### src/rtl/adc_window_watch.sv
module adc_window_watch #(
  parameter int DATA_W = 16,
  parameter int NUM_CH = 16,
  localparam int CH_W = $clog2(NUM_CH)
) (
  input  logic              clk,
  input  logic              rst_n,
  input  logic              res_valid,
  input  logic [DATA_W-1:0] res_data,
  input  logic [CH_W-1:0]   res_chan,
  input  logic              res_seq,
  input  logic              reg_we,
  input  logic [2:0]        reg_addr,
  input  logic [DATA_W-1:0] reg_wdata,
  output logic [DATA_W-1:0] reg_rdata,
  output logic              irq_o,
  output logic              cmp_evt_o
);
  localparam logic [2:0] A_CTL = 3'd0, A_LO = 3'd1, A_HI = 3'd2,
                         A_MASK = 3'd3, A_FLAG = 3'd4, A_CLR = 3'd5;

  logic              ctl_en, ctl_irq_en, ctl_mode;
  logic [1:0]        ctl_sel;
  logic [DATA_W-1:0] thr_lo, thr_hi;
  logic [NUM_CH-1:0] ch_mask, flags, set_vec, clr_vec;
  logic              in_win, match, hit, seq_ok;

  assign in_win  = (res_data >= thr_lo) && (res_data <= thr_hi);
  assign match   = ctl_mode ? in_win : !in_win;
  assign hit     = res_valid && ctl_en && ch_mask[res_chan] && match;
  assign seq_ok  = (ctl_sel == 2'd1) ? !res_seq :
                   (ctl_sel == 2'd2) ?  res_seq : 1'b1;
  assign set_vec = hit ? (NUM_CH'(1) << res_chan) : '0;

  always_comb begin
    clr_vec = '0;
    if (reg_we && reg_addr == A_FLAG) clr_vec = reg_wdata[NUM_CH-1:0];
    if (reg_we && reg_addr == A_CLR)  clr_vec = '1;
  end

  always_ff @(posedge clk or negedge rst_n) begin
    if (!rst_n) begin
      ctl_en     <= 1'b0;
      ctl_irq_en <= 1'b0;
      ctl_mode   <= 1'b0;
      ctl_sel    <= 2'd0;
      thr_lo     <= '0;
      thr_hi     <= '0;
      ch_mask    <= '0;
    end else if (reg_we) begin
      case (reg_addr)
        A_CTL: begin
          ctl_en     <= reg_wdata[0];
          ctl_irq_en <= reg_wdata[1];
          ctl_mode   <= reg_wdata[2];
          ctl_sel    <= reg_wdata[4:3];
        end
        A_LO:    thr_lo  <= reg_wdata;
        A_HI:    thr_hi  <= reg_wdata;
        A_MASK:  ch_mask <= reg_wdata[NUM_CH-1:0];
        default: ;
      endcase
    end
  end

  always_ff @(posedge clk or negedge rst_n) begin
    if (!rst_n) begin
      flags     <= '0;
      cmp_evt_o <= 1'b0;
    end else begin
      flags     <= (flags & ~clr_vec) | set_vec;
      cmp_evt_o <= hit && seq_ok;
    end
  end

  assign irq_o = ctl_irq_en && (|flags);

  always_comb begin
    reg_rdata = '0;
    case (reg_addr)
      A_CTL:   reg_rdata[4:0] = {ctl_sel, ctl_mode, ctl_irq_en, ctl_en};
      A_LO:    reg_rdata = thr_lo;
      A_HI:    reg_rdata = thr_hi;
      A_MASK:  reg_rdata[NUM_CH-1:0] = ch_mask;
      A_FLAG:  reg_rdata[NUM_CH-1:0] = flags;
      default: reg_rdata = '0;
    endcase
  end
endmodule


### config.mk
export PLATFORM = sky130hd
export DESIGN_NAME = adc_window_watch
export DESIGN_NICKNAME = d
export VERILOG_FILES = /design/src/rtl/adc_window_watch.sv
export SDC_FILE = /design/constraint.sdc
export NUM_CORES = 1
export LEC_CHECK = 0
export ABC_AREA = 1
export CAP_MARGIN = 20
export CORE_UTILIZATION = 55
export DETAILED_ROUTE_END_ITERATION = 8
export GPL_ROUTABILITY_DRIVEN = 1
export GPL_TIMING_DRIVEN = 0
export MAX_ROUTING_LAYER = met4
export PLACE_DENSITY_LB_ADDON = 0.1
export SETUP_SLACK_MARGIN = 0.1
export SLEW_MARGIN = 20
export SYNTH_ARGS = -nofsm -noshare
export SYNTH_HDL_FRONTEND = slang
export SYNTH_SLANG_ARGS = --single-unit
### constraint.sdc
create_clock -name clk -period 1.91 [get_ports clk]
set_input_delay 0.382 -clock clk [delete_from_list [all_inputs] [get_ports clk]]
set_output_delay 0.382 -clock clk [all_outputs]
set_load 0.005 [all_outputs]
Yosys cells after proc, flatten, opt, wreduce, memory -nomap -nowiden --
Cells that the tools add are included.
Storage, ports and cells: flip-flop bits (word level) 70, latch bits 0, RAM bits 0, ROM bits 0, output and inout bits 18, word-level logic and storage cells 49, memories 0
Cells by class: $add $sub $neg 0, multipliers 0, divide/modulo/power cells 0, order comparisons 3, eq/ne operators 7, shift operators 1, mux-type cells 10, bitwise operators 3, reductions and logical operators 16
Operators by type and width (count):
- 2-to-1 mux 16 bit | 3
- one-hot mux 11 bit (4 select lines) | 1
- one-hot mux 5 bit (5 select lines) | 1
- AND 16 bit | 1
- greater-or-equal comparator 16 bit | 1
- <= comparator 16 bit | 1
- NOT 16 bit | 1
- OR 16 bit | 1
- OR reduction 16 bit | 1
- << shifter 1 x 4 -> 16 bit, first input constant | 1
- logical AND 1 bit | 8
- AND reduction 2 bit | 4
- equality test 3 x 2 -> 1 bit, second input constant | 2
- equality test 3 bit, second input constant | 2
- less-than comparator 4 x 5 -> 1 bit, second input constant | 1
- binary-select mux 1 bit (select 4 bit) | 1
- 2-to-1 mux 1 bit | 4
- equality test 3 x 1 -> 1 bit, second input constant | 1
- zero test 3 bit | 1
- equality test 2 x 1 -> 1 bit, second input constant | 1
- equality test 2 bit, second input constant | 1
- zero test 1 bit | 2

Depth between registers and ports, before layout --
Gate-level depths: netlist (run 1).
word-level depth 7, depth in mapped cells 17, mapped depth without buffers 16

Least setup slack after synthesis (run 1) --
Ideal clock, no wire load.
path type in2reg, start in res_data[7], end reg flags[10], setup time 0.118 ns, arrival 1.650 ns, required time 1.792 ns, slack 0.141 ns, stages 11, buffers on the path 1, path through ha_1 a21o_1 nor2_1 nand2_1 nand2_1 nand2_1 nand2_1 nand3_1 clkbuf_4 nand4_1 nand2_1
Between the ends: word-level cells in the longest chain between the ends 7, elaborated cells between the ends (all ways) 8, classes of those cells 2 x order compare; 2 x mux; 1 x bitwise; 3 x reduce/logical
Ends and longest elaborated chain:
- start, declared | line 9 | input logic [DATA_W-1:0] res_data,
- greater-or-equal comparator 16 bit or <= comparator 16 bit (tied branches) | line 28 | assign in_win = (res_data >= thr_lo) && (res_data <= thr_hi);
- logical AND 1 bit (*) | line 28
- zero test 1 bit | line 29 | assign match = ctl_mode ? in_win : !in_win;
- 2-to-1 mux 1 bit (*) | line 29
- logical AND 1 bit (*) | line 30 | assign hit = res_valid && ctl_en && ch_mask[res_chan] && match;
- 2-to-1 mux 16 bit (*) | line 33 | assign set_vec = hit ? (NUM_CH'(1) << res_chan) : '0;
- OR 16 bit (*) | line 71 | flags <= (flags & ~clr_vec) | set_vec;
- end signal, assigned | line 71
- end, declared | line 25 | logic [NUM_CH-1:0] ch_mask, flags, set_vec, clr_vec;
Mark *: on every way between the ends. The rest lies on a longest branch, timed or not. A chain may end at the register's enable or synchronous reset.

Worst setup path in the final report (run 1) --
start reg thr_hi[10], end reg flags[15]
Between the ends: word-level cells in the longest chain between the ends 7
Ends and longest elaborated chain:
- start, declared | line 24 | logic [DATA_W-1:0] thr_lo, thr_hi;
- start signal, assigned | line 59 | A_HI: thr_hi <= reg_wdata;
- <= comparator 16 bit (*) | line 28
- logical AND 1 bit (*) | line 28
- zero test 1 bit | line 29
- 2-to-1 mux 1 bit (*) | line 29
- logical AND 1 bit (*) | line 30
- 2-to-1 mux 16 bit (*) | line 33
- OR 16 bit (*) | line 71
Marks and branches as above.

==> summary.txt, run 1 <==
Drt
  • Final wirelength: 14,990 um
  • Antenna Nets Post-Route: 0
  • DR pass1 iterations: 7
  • Routed wire per std cell: 19.14 um
  • Drt initial violations: approximately 420
  • DR vias/cell: slightly below 6
  • Detailed-route via count: roughly 4,700
  • Drt drc: 0

Logic synthesis
  • Mapped Cells: between 500 and 600
  • Cell variety after synth: 41
  • Yosys top cell area share: 0.4038
  • Synth Area in Simple Gates: 0.2610
  • Cell Area, Synth: 0.004338 sq mm
  • Area leader, netlist: dfrtp_1
  • Syn_area_per_cell: approximately 7.7 sq um
  • Register bit count reported by yosys: 70
  • Largest family of logic cells by synthesized area: simple AND/OR/NAND/NOR gates
  • Syn_nets: 640
  • Yosys Warn Count: 0
  • Synth area leaders: dfrtp_1 40%, nand2_1 15%, ha_1 9.2%
  • Post-synthesis mux area share: 0
  • Ys flop type: dfrtp_1
  • Post-synthesis compound-gate area fraction: 0.1422
  • Async set-reset flop share out of synthesis: 1.000
  • Seq/Total Area, Yosys: 0.4038
  • Post-synth EDFFs: 0
  • Post-Synth XOR/XNOR Area: 0
  • Adder-Cell Fraction of Synth Area: 0.09230

Layout
  • ANT cells: 0
  • Non-Filler Cell Area, Final: 0.006102 sq mm
  • Final Instance Count excl. Fillers: 783
  • Area Overhead vs Synth: 40.67%
  • Most frequent cells in the layout: 156 x nand2_1, 65 x dfrtp_1, 59 x o21ai_1
  • Fin nets: approximately 750
  • Most common cell after layout, fill and taps aside: nand2_1
  • Layout cell share with drive strength beyond 1: 0.2526

Worst setup path
  • CP Capture Type: flip-flop
  • Worst path cell trace: inv_2 > ha_4 > nand4_1 > nor3_2 > nand2_1 > nand2_1 > nand2_2 > nand2_4 > nand2_4 > buf_6 > nand4_1 > nand2_1
  • Slowest CP cell: dfrtp_1
  • Top cell by count, worst path: nand2_1
  • FF-to-FF Start: thr_hi[10]
  • CP top delay family: simple AND/OR/NAND/NOR gates
  • Arrival time at the worst endpoint: roughly 2.3 ns
  • WP data required: 2.15 ns
  • Startpoint types: flip-flop
  • CP Max Fanout: 7
  • CP Launch Point: thr_hi[10]
  • Worst Path Buf+Inv: 2
  • Critical path class: flip-flop to flip-flop
  • Crit path largest cell delay: 0.39 ns

Global routing
  • First-pass GRT wire length: roughly 23,000 um
  • Tot GR Track Use: 0.3805
  • Vias in the first global route: roughly 4,600
  • Initial antenna violation count: 0
  • Global route overflow: 0
  • Pin count of the biggest net entering global routing: 37

Clock network
  • Clock Path Buffers: 2
  • Clk_lat worst skew: 0.35 ns
  • Clk root buf: clkbuf_8
  • CTS Buf Count: 9
  • Worst-path clk slew: 0.09 ns
  • H-tree levels: 3
  • Clk sinks: 70
  • CTS tree: built

Job
  • MaxCap Viol Count: 0

Timing
  • Pins over their slew limit: 0
  • RSZ-0062 raised after global routing: true
  • Setup tns final: -1.859 ns
  • Final Hold Vio Count: 0
  • Minimum clock period: a little over 2 ns
  • Fin crit share: 1.079
  • Setup ws final: -0.1508 ns
  • Slew headroom: 0.5546
  • Final setup violation count: 18
  • Min Hold Slack: approximately 0.38 ns
  • Max Clock Skew: approximately 0.012 ns
  • Fmax: between 400 and 500 MHz
  • Worst-margin pin slew: 0.6681 ns

Placed design
  • Placed cell count: 727
  • Final GP Congestion: approximately 0.93
  • Port bufs: 60
  • Placed Area: about 0.0051 sq mm
  • DPL Wire Length: just over 10,000 um

Status
  • Outcome: complete, but fails checks
  • Failing checks: negative setup slack

Pwr
  • PwrDens: ~810 mW/mm^2
  • P_leak: ~3.0 nW
  • Peak VDD IR: approximately 700 uV

Die
  • Die footprint: ~0.008 sq mm
  • Starting density of the core: 0.5643
  • Die X: 90.81 um
  • Placement Rows: 32
  • Die height: between 90 and 100 um
  • Core Area: 0.007687 sq mm
  • Num ports: 62

Hold path
  • Hold_sp: res_chan[2]
  • Worst Hold Class: primary input to flip-flop
-- flip-flops by register name, summed over array words and instances, names as in the netlist --
register	flops
ctl_sel	2
ch_mask	16
thr_hi	16
ctl_irq_en	1
thr_lo	16
flags	16
ctl_en	1
ctl_mode	1
cmp_evt_o	1
-- report_power, final --
group          switching (mW)  internal, mW
clock                   0.632         0.740
combinational           0.891         0.726
sequential              0.223          1.71
-- repair_timing --
action / 4_1_cts / 5_1_grt
pin swaps: 44 / 31
setup buffers: 29 / 6
cloned: 4 / 0
hold endpoints to repair: 5 / 0
gates resized for setup: 195 / 26
setup endpoints to repair: 66 / 30
hold buffers: 1 / 0
-- cell families (layout without fill, tap and decap cells) --
kind of cell / Yosys count / count (layout)
AOI/OAI and AO/OA: 104 / 104
adders and majority gates: 32 / 32
buffers and inverters: 94 / 211
DFF: 70 / 70
and+or+nand+nor: 264 / 264
-- worst register-to-register path: cells and delay by family (launching register included) --
kind / cells / cell delay (ns)
buffers and inverters: 2 / 0.21
and+or+nand+nor: 9 / 1.09
adders and majority gates: 1 / 0.26
DFF: 1 / 0.39
-- cell usage after synthesis (7+ instances only) --
cell type / count
inv_2: 8
o22ai_1: 7
nand4_1: 19
inv_1: 62
nor3_1: 18
a21oi_1: 14
o21ai_1: 58
nor2_1: 21
nand2_1: 171
dfrtp_1: 70
ha_1: 32
nand3_1: 24
clkbuf_1: 9
a221oi_1: 8
-- cell type report --
cell class              count  area (sq um)
plain buffers              20         183.9
clock buffers               9         123.9
clock inverters             7         97.59
fillers                   517          1585
inverters                  74         329.1
multi-input cells         400          2557
flip-flops and latches     70          1758
well taps                 102         127.6
repair buffers            101         924.6
-- stage by stage --
stage	total power, mW	setup WS [ns]	util
floorplan	2.650	0.1414	-
finish	4.925	-0.1508	0.7938
CTS	4.782	-0.07791	0.7757
global route	5.154	-0.2327	0.7938
detailed placement	3.177	-1.249	0.6613
global placement	3.118	-1.887	0.6590
-- per-layer routing --
layer	wire length, um	up-vias	global-route usage
met2	7319	282	0.6244
met4	699	0	0.1878
met1	5680	2198	0.4495
met3	1285	70	0.07155
li1	-	2115	-
met5	0	-	-
-- final timing paths --
kind                       slack, ns  cells past startpoint    endpoint
min in group asynchronous       0.58                      2  thr_lo[10]
max                            -0.15                     12   flags[15]
min reg2reg                     0.49                      2   thr_hi[2]
max reg2reg                    -0.15                     12   flags[15]
min                             0.38                      4    flags[8]
max in group asynchronous       0.75                      3   thr_lo[1]
(Power assumes the default switching activity.)
==> run 2, diff against run 1 <==
- CTS_CLUSTER_DIAMETER: not set -> 50
==> results of run 2 <==
Final layout, timing and power as in run 1 (identical DEF).
==> run 3, diff against run 2 <==
- MAX_ROUTING_LAYER: met4 -> not set
- PLACE_DENSITY: not set -> 0.8
- PLACE_DENSITY_LB_ADDON: 0.1 -> not set
==> summary.txt, run 3 (synthesis results as in run 1) <==
Placed design
  • DPL Wire Length: 9727 um (was 10,210 um)
  • Dpl ws: -1.213 ns (was -1.249 ns)
  • Port bufs: 60 (unchanged)
  • Placed Area: 0.005091 sq mm (was 0.005084 sq mm)
  • Final GP Congestion: 0.9544 (was 0.9318)
  • Placed cell count: 727 (unchanged)

Timing
  • RSZ-0062 raised after global routing: true (unchanged)
  • Fin crit share: 1.069 (was 1.079)
  • Minimum clock period: 2.043 ns (was 2.061 ns)
  • Max Clock Skew: 0.01384 ns (was 0.01212 ns)
  • Min Hold Slack: 0.3973 ns (was 0.3822 ns)
  • Setup tns final: -1.584 ns (was -1.859 ns)
  • Worst-margin pin slew: 0.6563 ns (was 0.6681 ns)
  • Setup ws final: -0.1326 ns (was -0.1508 ns)
  • Pins over their slew limit: 0 (unchanged)
  • Final setup violation count: 17 (was 18)
  • Final Hold Vio Count: 0 (unchanged)
  • Slew headroom: 0.5625 (was 0.5546)
  • Fmax: 489.6 MHz (was 485.2 MHz)

Pwr
  • Peak VDD IR: 536.5 uV (was 719.3 uV)
  • P_leak: 3.106 nW (was 2.998 nW)
  • PwrDens: 774.3 mW/mm^2 (was 807.1 mW/mm^2)
  • Pwr Total: 4.936 mW (was 4.925 mW)

Drt
  • DR vias/cell: 6.233 (was 5.958)
  • Routed wire per std cell: 20.96 um (was 19.14 um)
  • Antenna Nets Post-Route: 0 (unchanged)
  • Drt drc: 0 (unchanged)
  • DR pass1 iterations: 6 (was 7)
  • Final wirelength: 16,640 um (was 14,990 um)
  • Drt initial violations: 576 (was 417)
  • Detailed-route via count: 4,949 (was 4,665)

Worst setup path
  • Arrival time at the worst endpoint: 2.28 ns (was 2.30 ns)
  • CP Max Fanout: 6 (was 7)
  • Worst path cell trace: inv_2 > ha_1 > a21oi_1 > nor2_1 > nor2_1 > nand2_1 > nand2_1 > nand2_2 > nand2_4 > nand3_4 > buf_6 > nand4_1 > nand2_1 (was inv_2 > ha_4 > nand4_1 > nor3_2 > nand2_1 > nand2_1 > nand2_2 > nand2_4 > nand2_4 > buf_6 > nand4_1 > nand2_1)
  • Top cell by count, worst path: nand2_1 (unchanged)
  • Startpoint types: flip-flop (unchanged)
  • CP Capture Type: flip-flop (unchanged)
  • Flop-to-flop setup slack: -0.13 ns (was -0.15 ns)
  • Worst Path Buf+Inv: 2 (unchanged)
  • CP top delay family: simple AND/OR/NAND/NOR gates (unchanged)
  • Crit path largest cell delay: 0.38 ns (was 0.39 ns)
  • Critical path class: flip-flop to flip-flop (unchanged)
  • Slowest CP cell: dfrtp_1 (unchanged)
  • WP data required: 2.14 ns (was 2.15 ns)

Layout
  • Fin nets: 763 (was 752)
  • Most frequent cells in the layout: 158 x nand2_1, 69 x dfrtp_1, 58 x o21ai_1 (was 156 x nand2_1, 65 x dfrtp_1, 59 x o21ai_1)
  • Sequential Area: 0.001753 sq mm (was 0.001758 sq mm)
  • Layout cell share with drive strength beyond 1: 0.2962 (was 0.2526)
  • Final Instance Count excl. Fillers: 794 (was 783)
  • Core Util, Final: 0.8293 (was 0.7938)
  • ANT cells: 0 (unchanged)
  • Area Overhead vs Synth: 46.96% (was 40.67%)
  • Most common cell after layout, fill and taps aside: nand2_1 (unchanged)
  • Non-Filler Cell Area, Final: 0.006375 sq mm (was 0.006102 sq mm)
  • Fillers: 454 (was 517)
  • Area of the multi-input gates: 0.002763 sq mm (was 0.002557 sq mm)

Clock network
  • Clock Path Buffers: 2 (unchanged)
  • Clk sinks: 70 (unchanged)
  • Worst-path clk slew: 0.08 ns (was 0.09 ns)
  • CTS Buf Count: 9 (unchanged)
  • H-tree levels: 3 (unchanged)
  • Clk_lat worst skew: 0.35 ns (about the same)
  • CTS tree: built (unchanged)
  • Clk root buf: clkbuf_8 (unchanged)

Global routing
  • First-pass GRT wire length: 23,870 um (was 23,120 um)
  • Tot GR Track Use: 0.3796 (was 0.3805)
  • Pin count of the biggest net entering global routing: 46 (was 37)
  • Vias in the first global route: 4,721 (was 4,622)
  • Initial antenna violation count: 0 (unchanged)
  • Global route overflow: 0 (unchanged)

Die
  • Core Area: 0.007687 sq mm (unchanged)
  • Num ports: 62 (unchanged)
  • Die X: 90.81 um (unchanged)
  • Starting density of the core: 0.5643 (unchanged)
  • Die height: 90.81 um (unchanged)
  • Die footprint: 0.008246 sq mm (unchanged)
  • Placement Rows: 32 (unchanged)

Hold path
  • Worst Hold Class: primary input to flip-flop (unchanged)

Status
  • Outcome: complete, but fails checks (unchanged)
  • Failing checks: negative setup slack (unchanged)

Job
  • MaxCap Viol Count: 0 (unchanged)
[run 3: path summary, 6_finish.rpt]
path	startpoint	end	depth (start not counted)
setup / recovery	thr_hi[5]	flags[15]	13
hold / removal	res_chan[2]	flags[8]	4
setup reg to reg	thr_hi[5]	flags[15]	13
hold reg to reg	thr_hi[13]	thr_hi[13]	2
max in group asynchronous	rst_n	flags[5]	3
min in group asynchronous	rst_n	thr_hi[12]	2
[run 3: area by class of cell]
| class | count | share of cell area |
|---|---|---|
| Clock buffer | 12 | 0.02277 |
| Multi-Input combinational cell | 401 | 0.4334 |
| Buffer | 20 | 0.03003 |
| Timing Repair Buffer | 111 | 0.1625 |
| Inverter | 74 | 0.05280 |
| Tap cell | 102 | 0.02002 |
| Sequential cell | 70 | 0.2750 |
| Clock inverter | 4 | 0.003533 |
[run 3: repair_timing]
item / CTS / global route
setup endpoints to repair: 65 / 32
pin swaps: 51 / 45
hold buffers: 1 / 0
gates resized for setup: 214 / 61
hold endpoints to repair: 25 / 0
buffers inserted: 29 / 17
cloned: 4 / 1
[run 3: report_power, final]
| part | total, mW | switching, mW | leakage (nW) | internal, mW |
|---|---|---|---|---|
| registers | 1.96 | 0.241 | 0.901 | 1.71 |
| clock network | 1.08 | 0.577 | 0.0861 | 0.502 |
| logic | 1.90 | 1.04 | 2.12 | 0.862 |
| total | 4.94 | 1.86 | 3.11 | 3.08 |
[run 3: tightest hold or removal path, delay by kind of cell]
family / cells / cell delay [ns]
buffers and inverters: 1 / 0.14
AND/OR/NAND/NOR: 3 / 0.18
[run 3: layer usage]
layer,track usage,part of all wire,vias to the layer above,routed length [um]
li1,-,-,2150,-
met1,0.4712,0.36,2312,6011
met2,0.6490,0.49,392,8147
met3,0.05051,0.094,95,1563
met4,0.1892,0.055,0,916
met5,0,0,-,0
